$ cat src/rtl/cardclk_pkg.sv
package cardclk_pkg;
    localparam int CC_DIV_W = 8;
    localparam int CC_SEL_W = 2;

    typedef struct packed {
        logic [CC_DIV_W-1:0] div;
        logic [CC_SEL_W-1:0] sel;
    } cc_cfg_t;

    typedef struct packed {
        cc_cfg_t cfg;
        logic    card;
    } cc_top_t;
endpackage

$ cat src/rtl/cardclk_prescale.sv
module cardclk_prescale #(
    parameter int SEL_W = 2
) (
    input  logic             clk,
    input  logic             rst_n,
    input  logic             clr,
    input  logic [SEL_W-1:0] sel,
    output logic             tick
);
    localparam int PRE_W = 2 * ((1 << SEL_W) - 1);

    logic [PRE_W-1:0] lim;
    logic [PRE_W-1:0] pre_d, pre_q;

    always_comb begin
        lim   = PRE_W'((32'd1 << (2 * sel)) - 32'd1);
        tick  = !clr && (pre_q == lim);
        pre_d = pre_q + 1'b1;
        if (clr || tick) pre_d = '0;
    end

    always_ff @(posedge clk or negedge rst_n) begin
        if (!rst_n) pre_q <= '0;
        else        pre_q <= pre_d;
    end

    // the prescale count never passes the selected limit
    assert_pre_range_R3: assert property (@(posedge clk) disable iff (!rst_n)
        pre_q <= lim);
endmodule

$ cat src/rtl/cardclk_halfdiv.sv
module cardclk_halfdiv #(
    parameter int DIV_W = 8
) (
    input  logic             clk,
    input  logic             rst_n,
    input  logic             clr,
    input  logic             tick,
    input  logic [DIV_W-1:0] lim,
    output logic             ph_next,
    output logic             period_end
);
    typedef struct packed {
        logic [DIV_W-1:0] cnt;
        logic             ph;
    } hd_t;

    hd_t st_d, st_q;
    logic wrap;

    always_comb begin
        st_d       = st_q;
        wrap       = tick && (st_q.cnt == lim);
        period_end = wrap && st_q.ph;
        if (clr) begin
            st_d = '0;
        end else if (wrap) begin
            st_d.cnt = '0;
            st_d.ph  = !st_q.ph;
        end else if (tick) begin
            st_d.cnt = st_q.cnt + 1'b1;
        end
        ph_next = st_d.ph;
    end

    always_ff @(posedge clk or negedge rst_n) begin
        if (!rst_n) st_q <= '0;
        else        st_q <= st_d;
    end

    // the divide-by-(N+1) count stays within N
    assert_div_range_R3: assert property (@(posedge clk) disable iff (!rst_n)
        st_q.cnt <= lim);
endmodule

$ cat src/rtl/cardclk_bitcnt.sv
module cardclk_bitcnt #(
    parameter int BIT_SCK = 372,
    parameter int MID_SCK = 186
) (
    input  logic clk,
    input  logic rst_n,
    input  logic clr,
    input  logic step,
    output logic last,
    output logic bit_end,
    output logic bit_mid
);
    localparam int CNT_W = $clog2(BIT_SCK);

    typedef struct packed {
        logic [CNT_W-1:0] cnt;
        logic             fin;
        logic             mid;
    } bc_t;

    bc_t st_d, st_q;

    always_comb begin
        st_d     = st_q;
        last     = step && (st_q.cnt == CNT_W'(BIT_SCK - 1));
        st_d.fin = !clr && last;
        st_d.mid = !clr && step && (st_q.cnt == CNT_W'(MID_SCK - 1));
        if (clr || last) st_d.cnt = '0;
        else if (step)   st_d.cnt = st_q.cnt + 1'b1;
    end

    always_ff @(posedge clk or negedge rst_n) begin
        if (!rst_n) st_q <= '0;
        else        st_q <= st_d;
    end

    assign bit_end = st_q.fin;
    assign bit_mid = st_q.mid;

    // the card-clock period count stays below 372
    assert_cnt_range_R4: assert property (@(posedge clk) disable iff (!rst_n)
        st_q.cnt <= CNT_W'(BIT_SCK - 1));
    // both strobes last a single clock
    assert_end_single_R8: assert property (@(posedge clk) disable iff (!rst_n)
        bit_end |=> !bit_end);
    assert_mid_single_R8: assert property (@(posedge clk) disable iff (!rst_n)
        bit_mid |=> !bit_mid);
endmodule

$ cat src/rtl/cardclk_gen.sv
module cardclk_gen
    import cardclk_pkg::*;
#(
    parameter int BIT_SCK = 372,
    parameter int MID_SCK = 186
) (
    input  logic                clk,
    input  logic                rst_n,
    input  logic                run,
    input  logic [CC_DIV_W-1:0] div_n,
    input  logic [CC_SEL_W-1:0] sel,
    input  logic                clk_out_en,
    output logic                card_clk,
    output logic                bit_end,
    output logic                bit_mid
);
    cc_top_t st_d, st_q;
    logic    tick, ph_next, period_end, last;

    cardclk_prescale #(.SEL_W(CC_SEL_W)) u_pre (
        .clk(clk), .rst_n(rst_n), .clr(!run), .sel(st_q.cfg.sel), .tick(tick)
    );

    cardclk_halfdiv #(.DIV_W(CC_DIV_W)) u_div (
        .clk(clk), .rst_n(rst_n), .clr(!run), .tick(tick),
        .lim(st_q.cfg.div), .ph_next(ph_next), .period_end(period_end)
    );

    cardclk_bitcnt #(.BIT_SCK(BIT_SCK), .MID_SCK(MID_SCK)) u_bit (
        .clk(clk), .rst_n(rst_n), .clr(!run), .step(period_end),
        .last(last), .bit_end(bit_end), .bit_mid(bit_mid)
    );

    always_comb begin
        st_d      = st_q;
        st_d.card = run && clk_out_en && ph_next;
        if (!run || last) begin
            st_d.cfg.div = div_n;
            st_d.cfg.sel = sel;
        end
    end

    always_ff @(posedge clk or negedge rst_n) begin
        if (!rst_n) st_q <= '0;
        else        st_q <= st_d;
    end

    assign card_clk = st_q.card;

    // a stopped generator drives every output low
    assert_idle_low_R1: assert property (@(posedge clk) disable iff (!rst_n)
        !run |=> (!card_clk && !bit_end && !bit_mid));
    // a disabled output keeps the card clock low
    assert_gate_low_R5: assert property (@(posedge clk) disable iff (!rst_n)
        !clk_out_en |=> !card_clk);
    // settings stay frozen inside a running bit
    assert_cfg_hold_R7: assert property (@(posedge clk) disable iff (!rst_n)
        (run && !last) |=> $stable(st_q.cfg));
endmodule

$ cat config.mk
export PLATFORM = sky130hd
export DESIGN_NAME = cardclk_gen
export DESIGN_NICKNAME = d
export VERILOG_FILES = /design/src/rtl/cardclk_pkg.sv /design/src/rtl/cardclk_prescale.sv /design/src/rtl/cardclk_halfdiv.sv /design/src/rtl/cardclk_bitcnt.sv /design/src/rtl/cardclk_gen.sv
export SDC_FILE = /design/constraint.sdc
export NUM_CORES = 1
export LEC_CHECK = 0
export ABC_AREA = 1
export BUFFER_PORTS_ARGS = -buffer_cell sky130_fd_sc_hd__buf_2
export CAP_MARGIN = 5
export CORE_MARGIN = 2
export CORE_UTILIZATION = 53
export CTS_BUF_LIST = sky130_fd_sc_hd__clkbuf_16
export DETAILED_ROUTE_END_ITERATION = 12
export GPL_TIMING_DRIVEN = 1
export PLACE_DENSITY = 0.72
export RECOVER_POWER = 100
export SLEW_MARGIN = 20
export SYNTH_ARGS = -nofsm -noshare
export SYNTH_HDL_FRONTEND = slang
export SYNTH_SLANG_ARGS = --single-unit
$ cat constraint.sdc
create_clock -name clk -period 1.9 [get_ports clk]
set_input_delay 0.19 -clock clk [delete_from_list [all_inputs] [get_ports clk]]
set_output_delay 0.19 -clock clk [all_outputs]
set_load 0.01 [all_outputs]
==> metrics.txt, run 1 <==
DRT Pass-1 Iters=4; fin area=2600 um^2; outcome=finished, violations left; H-tree levels=2; Sw Pwr=0.471 mW; top-count cell post-synth=nand2_1; starting density of the core=55.4%; Setup-failing EPs final=20; Overflow after GRT=0; antenna violations before repair=0; CTS tree=built; Total Routing Usage GR=21.9%; Worst slew margin=27.4%; clk buf depth=2; Final GP Congestion=0.779; Die Ht=66.1 um; Chip Width=66.1 um; Logic pwr share=12.8%; synth top area cells=dfrtp_1 45%, nand2_1 15%, nor2_1 5.7%; Max Cap Viol=0; CTS Root Cell=clkbuf_16; reg2reg start=u_div.st_q[6]$_DFFE_PN0P_; Syn Nets=280; Synth Cell Area=2040 um^2; Synth-to-Final Area Change=27.2%; failing checks=negative setup slack; Post-synth EDFFs=0; final WL=4260 um; global-route wire length before repair=7350 um; WHS=0.113 ns; placed cell area=2380 um^2; asr flop ratio synth=100%; Clock Sinks=37; Sw Ratio=25.2%; DRC viols=0; FF+latch count, synth=37; Fin Clk Skew=0.00472 ns; PortBufs=16; hold_sp=div_n[3]; wire per inst=11.8 um; fin crit share=108%; Pint=1.40 mW; core footprint=3690 um^2; Req. time, crit path=2.07 ns; sequential cell area fraction in the yosys report=45.3%; RSZ-0062 raised after global routing=true; final worst slack=-0.157 ns; number of nets still failing antenna checks after routing=0; Slew @ Worst Pin=1.09 ns; routed vias=1754; Worst Path Arrival=2.23 ns; dpl hpwl=3000 um; layout cell share with drive strength beyond 1=26.5%; Worst R2R Path Depth=14; Synth cell types=27; Die Area=4370 um^2; largest net degree at the start of global routing=21; Via density=4.86; final hold vios=0; TritonCTS buffer count=5; Seq pwr share=46.2%; top cell type's share of synthesized area=45.3%; Startpoint Class=register; clock slew at reported path FFs=0.06 ns; Antenna diodes=0; endpoint class of the critical path=register; io pins=17; syn avg cell area=7.83 um^2; Slew Limit Fails=0; Site Rows=22; Syn Inst Count=261; Peak supply drop=580 uV; Max Clk Rate=0.486 GHz; CP Max Fanout=7; Ys Warns=0; nets@finish=333; vias in the first global route=1726; WHS Path Cells=3; Synth area leader=dfrtp_1; top_reg_cell synth=dfrtp_1; Worst Hold End=st_q[6]$_DFFE_PN0P_; DRT iter0 DRCs=91; synth cell count leaders=84 x nand2_1, 37 x dfrtp_1, 31 x nor2_1; FF-to-FF setup slack=-0.16 ns; worst-skew pair later-pin latency=0.28 ns; reg2reg end=u_bit.st_q[3]$_DFFE_PN0P_; CP Class=reg2reg; clock power share=41.1%; fin crit period=2.06 ns; Leakage=1.35 nW; dpl ws=-0.0697 ns; setup TNS=-2.24 ns; pwr dens=721 nW/um^2; Hold Crit Class=in2reg; Final Util=70.5%
## worst max path at each step
stage	start	end	slack [ns]
after floorplan	u_div.st_q[3]$_DFFE_PN0P_	u_bit.st_q[10]$_DFFE_PN0P_	-0.04
after global placement	u_div.st_q[6]$_DFFE_PN0P_	u_bit.st_q[9]$_DFFE_PN0P_	-0.03
after detailed placement	u_div.st_q[6]$_DFFE_PN0P_	u_bit.st_q[3]$_DFFE_PN0P_	-0.07
after CTS	st_q[2]$_DFFE_PN0P_	u_bit.st_q[3]$_DFFE_PN0P_	-0.1
after global routing	u_div.st_q[1]$_DFFE_PN0P_	u_bit.st_q[3]$_DFFE_PN0P_	-0.35
final	u_div.st_q[6]$_DFFE_PN0P_	u_bit.st_q[3]$_DFFE_PN0P_	-0.16
## power by group through the flow
stage,Clock [mW],Sequential (mW),Combinational (mW)
6_report,0.769,0.865,0.239
5_1_grt,0.803,0.869,0.271
4_1_cts,0.780,0.862,0.224
3_5_place_dp,0,0.875,0.215
3_3_place_gp,0,0.874,0.211
2_1_floorplan,0,0.871,0.129
## critical path, stage by stage (launching register included)
cell,delay [ns]
dfrtp_1,0.41
xnor2_1,0.19
nand2_1,0.08
nor2_1,0.14
nand2_2,0.09
nor3_2,0.13
ha_2,0.24
inv_4,0.05
nor3_2,0.09
nand3_1,0.10
nand2_2,0.12
buf_6,0.16
nor2_2,0.05
nand2_1,0.05
nand2_1,0.04
## routing by layer
metal | part of all wire (%) | routed length, um | track usage (%)
met3 | 2.0 | 84 | 4.43
met4 | 0.91 | 39 | 7.65
met2 | 50 | 2130 | 36.5
met5 | 0 | 0 | 0
met1 | 47 | 2010 | 28.4
## sequential cells by signal (all words and copies together), names as in the netlist
register / count
card_clk: 1
st_q: 10
u_bit.bit_end: 1
u_bit.bit_mid: 1
u_bit.st_q: 9
u_div.st_q: 9
u_pre.pre_q: 6
## area by class of cell
type                       count  area [um^2]
fill                         300         1090
multi-input combinational    188         1020
sequential                    37          927
timing repair buffer          51          343
clock buffer                   5          125
inverter                      31          121
tap                           48         60.1
clock inverter                 1         5.00
## logic make-up (layout without fill, tap and decap cells)
| kind of cell | after synthesis | in the layout | share of synthesized area, % |
|---|---|---|---|
| adders and majority gates | 5 | 5 | 3.06 |
| and+or+nand+nor | 158 | 158 | 35.1 |
| buffers and inverters | 36 | 88 | 7.65 |
| DFF | 37 | 37 | 45.3 |
| xor gates and xnor gates | 15 | 15 | 6.43 |
| AOI/OAI and AO/OA | 10 | 10 | 2.45 |
## layout by cell type, fill, tap and decap left out, drive strengths merged, types with 3 or more instances in the layout
master  netlist  layout
ha            5       5
dfrtp        37      37
nand4         3       3
nand3        22      22
inv          31      31
nor3          7       7
buf           4      44
a21oi         4       4
o21ai         6       6
nand2        89      89
xnor2         8       8
xor2          7       7
clkbuf        1      11
nor2         33      33
## metrics by stage
stage | power [mW] | instances
final | 1.87 | 361
after global routing | 1.94 | 361
after CTS | 1.87 | 356
after detailed placement | 1.09 | 347
after global placement | 1.08 | 347
after floorplan | 1.00 | 261
## what timing repair did
action	CTS	global route
setup buffers	2	5
gates resized for setup	2	14
hold buffers	1	0
pin swaps	7	4
endpoints found under the hold margin	18	0
endpoints found under the setup margin	19	20
No activity file was read; power rests on OpenSTA's default activity.
==> inputs of run 2 (changes only) <==
--- a/config.mk
+++ b/config.mk
@@ -13,7 +13,7 @@
 export CTS_BUF_LIST = sky130_fd_sc_hd__clkbuf_16
 export DETAILED_ROUTE_END_ITERATION = 12
 export GPL_TIMING_DRIVEN = 1
-export PLACE_DENSITY = 0.72
+export PLACE_DENSITY_LB_ADDON = 0.12
 export RECOVER_POWER = 100
 export SLEW_MARGIN = 20
 export SYNTH_ARGS = -nofsm -noshare
==> run 2 against run 1 <==
Compared with the run above: non-clock buffer count down 9; die area stayed put; sequential share of layout area grew 1.3 points; cell count shrank 1.9%; core utilization decreased by 2.5 points; sequential power fell by 0.5%; the flow still finishes with violations (negative setup slack).
==> metrics.txt, run 2 (synthesis results as in run 1) <==
outcome=finished, violations left; failing checks=negative setup slack; Worst setup endpoint=u_bit.st_q[9]$_DFFE_PN0P_; core footprint=3690 um^2 (unchanged); Worst R2R Path Depth=14 (unchanged); Slew Limit Fails=0 (unchanged); Synth-to-Final Area Change=22.6%; Final GP Congestion=0.846 (+8.6%); global-route wire length before repair=7490 um (+1.9%); H-tree levels=2 (unchanged); CP startpoint=u_div.st_q[2]$_DFFE_PN0P_; Setup-failing EPs final=19 (-5.0%); Die Ht=66.1 um (unchanged); TritonCTS buffer count=5 (unchanged); CTS Root Cell=clkbuf_16; wire per inst=11.7 um (-1.0%); setup TNS=-0.947 ns (+1.30 ns); io pins=17 (unchanged); Max Clk Rate=0.504 GHz (+3.6%); Die Area=4370 um^2 (unchanged); layout cell share with drive strength beyond 1=20.6% (-5.9 points); dpl hpwl=3090 um (+3.1%); final worst slack=-0.0858 ns (+0.0709 ns); Register Area=926 um^2 (-0.13%); Chip Width=66.1 um (unchanged); fin cells=354 (-1.9%); FILL cells=330 (+10%); DRC viols=0 (unchanged); Clock Sinks=37 (unchanged); multi-input logic area=988 um^2 (-2.8%); endpoint class of the critical path=register; RSZ-0062 raised after global routing=true; number of nets still failing antenna checks after routing=0 (unchanged); fin area=2500 um^2 (-3.6%); Leakage=1.30 nW (-3.3%); Startpoint Class=register; Total Routing Usage GR=23.0% (+1.1 points); max FFs per register=10 (unchanged); largest stage delay on the critical path=0.40 ns (about the same); Site Rows=22 (unchanged); starting density of the core=55.4% (unchanged); Reg with most FFs=st_q; reg2reg end=u_bit.st_q[9]$_DFFE_PN0P_; Worst Path Arrival=2.16 ns (-0.07 ns); Final Util=67.9% (-2.5 points); commonest non-fill, non-tap cell in the layout=nand2_1; final hold vios=0 (unchanged); Slew @ Worst Pin=0.853 ns (-0.235 ns); Hold Crit Class=in2reg; clk buf depth=2 (unchanged); Critical Path Most Common Cell=nand2_1; slowest CP cell=dfrtp_1; nets@finish=324 (-2.7%); worst-skew pair later-pin latency=0.28 ns (about the same); antenna violations before repair=0 (unchanged); dpl cells=343 (-1.2%); Overflow after GRT=0 (unchanged); critical path, cell by cell=xnor2_1 > nand2_1 > nor2_1 > nand2_2 > nor3_2 > ha_2 > inv_2 > nor3_2 > nand3_1 > nand2_2 > buf_6 > nor2_1 > nand2_1 > nand2_1; PortBufs=16 (unchanged); Max Cap Viol=0 (unchanged); fin crit period=1.99 ns (-0.0709 ns); CP Max Fanout=7 (unchanged); Via density=4.76 (-2.1%); DRT Pass-1 Iters=4 (unchanged); most frequent cells in the layout=85 x nand2_1, 37 x dfrtp_1, 29 x inv_1, 29 x nor2_1, 21 x buf_4; clock slew at reported path FFs=0.06 ns (about the same); placed cell area=2350 um^2 (-1.3%); Peak supply drop=538 uV (-7.2%); Largest regs=st_q: 10 flops, u_bit.st_q: 9 flops, u_div.st_q: 9 flops; routed vias=1684 (-4.0%); Req. time, crit path=2.08 ns (about the same); vias in the first global route=1752 (+1.5%); FF-to-FF setup slack=-0.09 ns (+0.07 ns); CTS tree=built; Fin Clk Skew=0.00480 ns (+0.0000717 ns); final WL=4140 um (-3.0%); Antenna diodes=0 (unchanged); Worst slew margin=43.1% (+16 points); fin crit share=105% (-3.7 points); largest net degree at the start of global routing=17 (-19%); pwr dens=745 nW/um^2 (+3.3%); CP Class=reg2reg; reg2reg start=u_div.st_q[2]$_DFFE_PN0P_; DRT iter0 DRCs=71 (-22%)
[run 2: changes by cell type in the layout (fill, tap and decap cells not counted), moves of 2 or more]
cell     previous run  this run
o21ai_2             2         0
nand2_1            82        85
inv_4               2         0
nor2_1             27        29
inv_1              26        29
buf_4              30        21
nor2_2              5         3
nand2_2             5         3
[run 2: worst max-delay path, delay by kind of cell (launching register included)]
family,cells,cell delay [ns]
adders and majority gates,1,0.21
xor gates and xnor gates,1,0.16
and+or+nand+nor,10,0.89
DFF,1,0.40
buffers and inverters,2,0.19
[run 2: per-stage QoR]
step / worst slack, ns / power (mW) / hold slack [ns]
CTS: -0.0366 / 1.89 / 0.105
detailed placement: -0.0678 / 1.09 / 0.125
global route: -0.241 / 1.95 / 0.132
finish: -0.0858 / 1.86 / 0.102
global placement: -0.0207 / 1.08 / 0.127
floorplan: -0.0400 / 1.00 / -0.106
[run 2: metal layers]
metal  wire [um]  track usage, %  vias up  share of wire, %
li1            -               -      899                 -
met1        1960            29.3      759                47
met2        1970            38.3       19                48
met3         143            6.64        7               3.5
met4          57            6.12        0               1.4
met5           0               0        -                 0
[run 2: layout make-up]
type / instances / share of cell area [%]
clock buffer: 5 / 5.00
clock inverter: 3 / 0.549
inverter: 31 / 4.70
multi-input combinational: 188 / 39.5
sequential: 37 / 37.0
tap: 48 / 2.40
timing repair buffer: 42 / 10.9
[run 2: worst min path at each step]
stage,end,from,depth (start not counted),slack [ns]
after floorplan,card_clk$_DFF_PN0_,rst_n,0,-0.11
after global placement,st_q[1]$_DFFE_PN0P_,rst_n,1,0.13
after detailed placement,st_q[2]$_DFFE_PN0P_,rst_n,1,0.12
after CTS,st_q[4]$_DFFE_PN0P_,div_n[1],3,0.10
after global routing,st_q[5]$_DFFE_PN0P_,div_n[2],3,0.13
final,st_q[5]$_DFFE_PN0P_,div_n[2],3,0.10
[run 2: report_power, final]
part | switching (mW) | total [mW] | internal, mW
registers | 0.0357 | 0.861 | 0.825
logic | 0.118 | 0.210 | 0.0926
clock network | 0.318 | 0.794 | 0.476
total | 0.471 | 1.86 | 1.39
[run 2: timing repair]
| item | in CTS | in global routing |
|---|---|---|
| cloned | 0 | 0 |
| endpoints found under the setup margin | 19 | 20 |
| resized for setup | 3 | 1 |
| pin swaps | 6 | 3 |
| endpoints found under the hold margin | 14 | 0 |
| setup buffers | 1 | 1 |
| hold buffers | 1 | 0 |
==> inputs of run 3 (changes only) <==
--- a/config.mk
+++ b/config.mk
@@ -6,12 +6,12 @@
 export NUM_CORES = 1
 export LEC_CHECK = 0
 export ABC_AREA = 1
-export BUFFER_PORTS_ARGS = -buffer_cell sky130_fd_sc_hd__buf_2
 export CAP_MARGIN = 5
 export CORE_MARGIN = 2
-export CORE_UTILIZATION = 53
+export CORE_UTILIZATION = 56
 export CTS_BUF_LIST = sky130_fd_sc_hd__clkbuf_16
 export DETAILED_ROUTE_END_ITERATION = 12
+export DONT_BUFFER_PORTS = 1
 export GPL_TIMING_DRIVEN = 1
 export PLACE_DENSITY_LB_ADDON = 0.12
 export RECOVER_POWER = 100
==> run 3 against run 2 <==
Compared with the run above: the run still ends with negative setup slack left; total power increased by 7.3%; count of clock-buffer cells in the layout unchanged; sequential share of layout area increased by 0.34 points; maximum frequency increased by 2.1%; register-to-register slack improved by 0.04 ns; via count increased by 0.30%; hold slack got worse by 0.091 ns; routed wire length increased by 3.2%; flip-flop and latch count unchanged; non-clock buffer count decreased by 15; critical path type unchanged; largest cell class unchanged; highest routed layer unchanged.
==> metrics.txt, run 3 (synthesis results as in run 1) <==
CTS tree=built; Final Util=72.7% (+4.8 points); CP startpoint=u_pre.pre_q[3]$_DFF_PN0_; FF-to-FF setup slack=-0.05 ns (+0.04 ns); starting density of the core=59.8% (+4.4 points); layout cell share with drive strength beyond 1=19.9% (-0.66 points); Fin Clk Skew=0.00474 ns (-0.0000599 ns); Setup-failing EPs final=3 (-16); Req. time, crit path=2.07 ns (about the same); CP Class=reg2reg; max FFs per register=10 (unchanged); endpoint class of the critical path=register; failing checks=negative setup slack; Final GP Congestion=0.834 (-1.4%); Worst slew margin=40.2% (-2.9 points); Leakage=1.26 nW (-3.0%); antenna violations before repair=0 (unchanged); Die Area=4150 um^2 (-5.0%); Max Clk Rate=0.514 GHz (+2.1%); wire per inst=12.7 um (+8.4%); DRT Pass-1 Iters=4 (unchanged); Clock Sinks=37 (unchanged); CTS Root Cell=clkbuf_16; clock slew at reported path FFs=0.06 ns (about the same); largest net degree at the start of global routing=38 (+21); Worst setup endpoint=u_bit.st_q[3]$_DFFE_PN0P_; RSZ-0062 raised after global routing=true; Via density=5.01 (+5.4%); pwr dens=806 nW/um^2 (+8.3%); setup TNS=-0.122 ns (+0.825 ns); Die Ht=64.4 um (-2.5%); clk buf depth=2 (unchanged); vias in the first global route=1671 (-4.6%); reg2reg end=u_bit.st_q[3]$_DFFE_PN0P_; Peak supply drop=518 uV (-3.8%); Overflow after GRT=0 (unchanged); Worst R2R Path Depth=14 (unchanged); commonest non-fill, non-tap cell in the layout=nand2_1; Slew Limit Fails=0 (unchanged); Synth-to-Final Area Change=21.5%; global-route wire length before repair=7580 um (+1.3%); final WL=4270 um (+3.2%); most frequent cells in the layout=84 x nand2_1, 37 x dfrtp_1, 27 x inv_1, 27 x nor2_1, 23 x buf_4; DRT iter0 DRCs=105 (+48%); reg2reg start=u_pre.pre_q[3]$_DFF_PN0_; routed vias=1689 (+0.30%); FILL cells=281 (-15%); Reg with most FFs=st_q; dpl cells=322 (-6.1%); Slew @ Worst Pin=0.897 ns (+0.0433 ns); Antenna diodes=0 (unchanged); fin crit share=102% (-2.1 points); DRC viols=0 (unchanged); Hold Crit Class=in2reg; TritonCTS buffer count=5 (unchanged); Startpoint Class=register; PortBufs=0 (-16); io pins=17 (unchanged); fin cells=337 (-4.8%); worst-skew pair later-pin latency=0.28 ns (about the same); CP Max Fanout=7 (unchanged); Chip Width=64.4 um (-2.5%); number of nets still failing antenna checks after routing=0 (unchanged); Max Cap Viol=0 (unchanged); dpl hpwl=2970 um (-3.9%); Total Routing Usage GR=24.4% (+1.4 points); outcome=finished, violations left; Worst Path Arrival=2.12 ns (-0.04 ns); core footprint=3420 um^2 (-7.4%); final hold vios=0 (unchanged); final worst slack=-0.0457 ns (+0.0401 ns); Largest regs=st_q: 10 flops, u_bit.st_q: 9 flops, u_div.st_q: 9 flops; fin crit period=1.95 ns (-0.0401 ns); H-tree levels=2 (unchanged); nets@finish=309 (-4.6%); Site Rows=21 (-4.5%)
## run 3: changes by cell type in the layout (fill, tap and decap cells not counted), sizes merged
cell      delta
clkbuf       -5
buf         -10
bufinv       +1
clkinv       -1
inv          -1
clkinvlp     +1
## run 3: cell type report
class	count	area (um^2)	area share [%]
Clock buffer	5	125	5.04
Sequential cell	37	926	37.3
Inverter	31	118	4.74
Timing Repair Buffer	27	210	8.47
Tap cell	46	57.6	2.32
Clock inverter	3	41.3	1.66
Multi-Input combinational cell	188	1000	40.5
## run 3: power by group
group	total, mW	internal [mW]	switching [mW]
logic	0.201	0.0851	0.116
registers	0.863	0.825	0.0375
clock network	0.938	0.614	0.324
total	2.00	1.52	0.477
## run 3: timing repair
| item | CTS | global route |
|---|---|---|
| setup buffers | 4 | 1 |
| pin swaps | 8 | 4 |
| gates cloned | 0 | 0 |
| hold buffers | 2 | 0 |
| gates resized for setup | 6 | 6 |
| endpoints found under the hold margin | 37 | 0 |
| setup endpoints to repair | 18 | 20 |
## run 3: through the flow
stage          setup WS (ns)  instance area (um^2)  power (mW)  hold WS (ns)
2_1_floorplan        -0.0400                  2100        1.00        -0.106
3_3_place_gp         -0.0184                  2250        1.05        -0.105
3_5_place_dp         -0.0500                  2250        1.05        -0.105
4_1_cts              -0.0226                  2490        2.02        0.0122
5_1_grt               -0.255                  2480        2.08        0.0109
6_report             -0.0457                  2480        2.00        0.0111
## run 3: layer usage
layer / routed length [um] / vias to the layer above / track usage (%) / part of all wire, %
met3: 205 / 7 / 6.34 / 4.8
met2: 2100 / 34 / 41.1 / 49
met1: 1920 / 778 / 30.7 / 45
li1: - / 870 / - / -
met5: 0 / - / 0 / 0
met4: 48 / 0 / 7.71 / 1.1
## run 3: how the worst min path moves through the flow
stage	from	cells after the start	end	slack, ns
5_1_grt	clk_out_en	2	card_clk$_DFF_PN0_	0.01
4_1_cts	clk_out_en	2	card_clk$_DFF_PN0_	0.01
3_3_place_gp	rst_n	0	u_pre.pre_q[2]$_DFF_PN0_	-0.10
3_5_place_dp	rst_n	0	u_pre.pre_q[2]$_DFF_PN0_	-0.10
2_1_floorplan	rst_n	0	card_clk$_DFF_PN0_	-0.11
6_report	clk_out_en	2	card_clk$_DFF_PN0_	0.01
## run 3: worst max-delay path, cell delays in order, from the launching register on
cell and delay [ns]:
dfrtp_1 0.40, nor2_1 0.10, nor2_1 0.04, nor2_1 0.13, nand3_2 0.10, nor3_2 0.17
ha_2 0.21, inv_2 0.06, nor3_2 0.10, nand3_1 0.10, nand2_2 0.13, buf_6 0.15
nor2_1 0.05, nand2_1 0.05, nand2_1 0.04
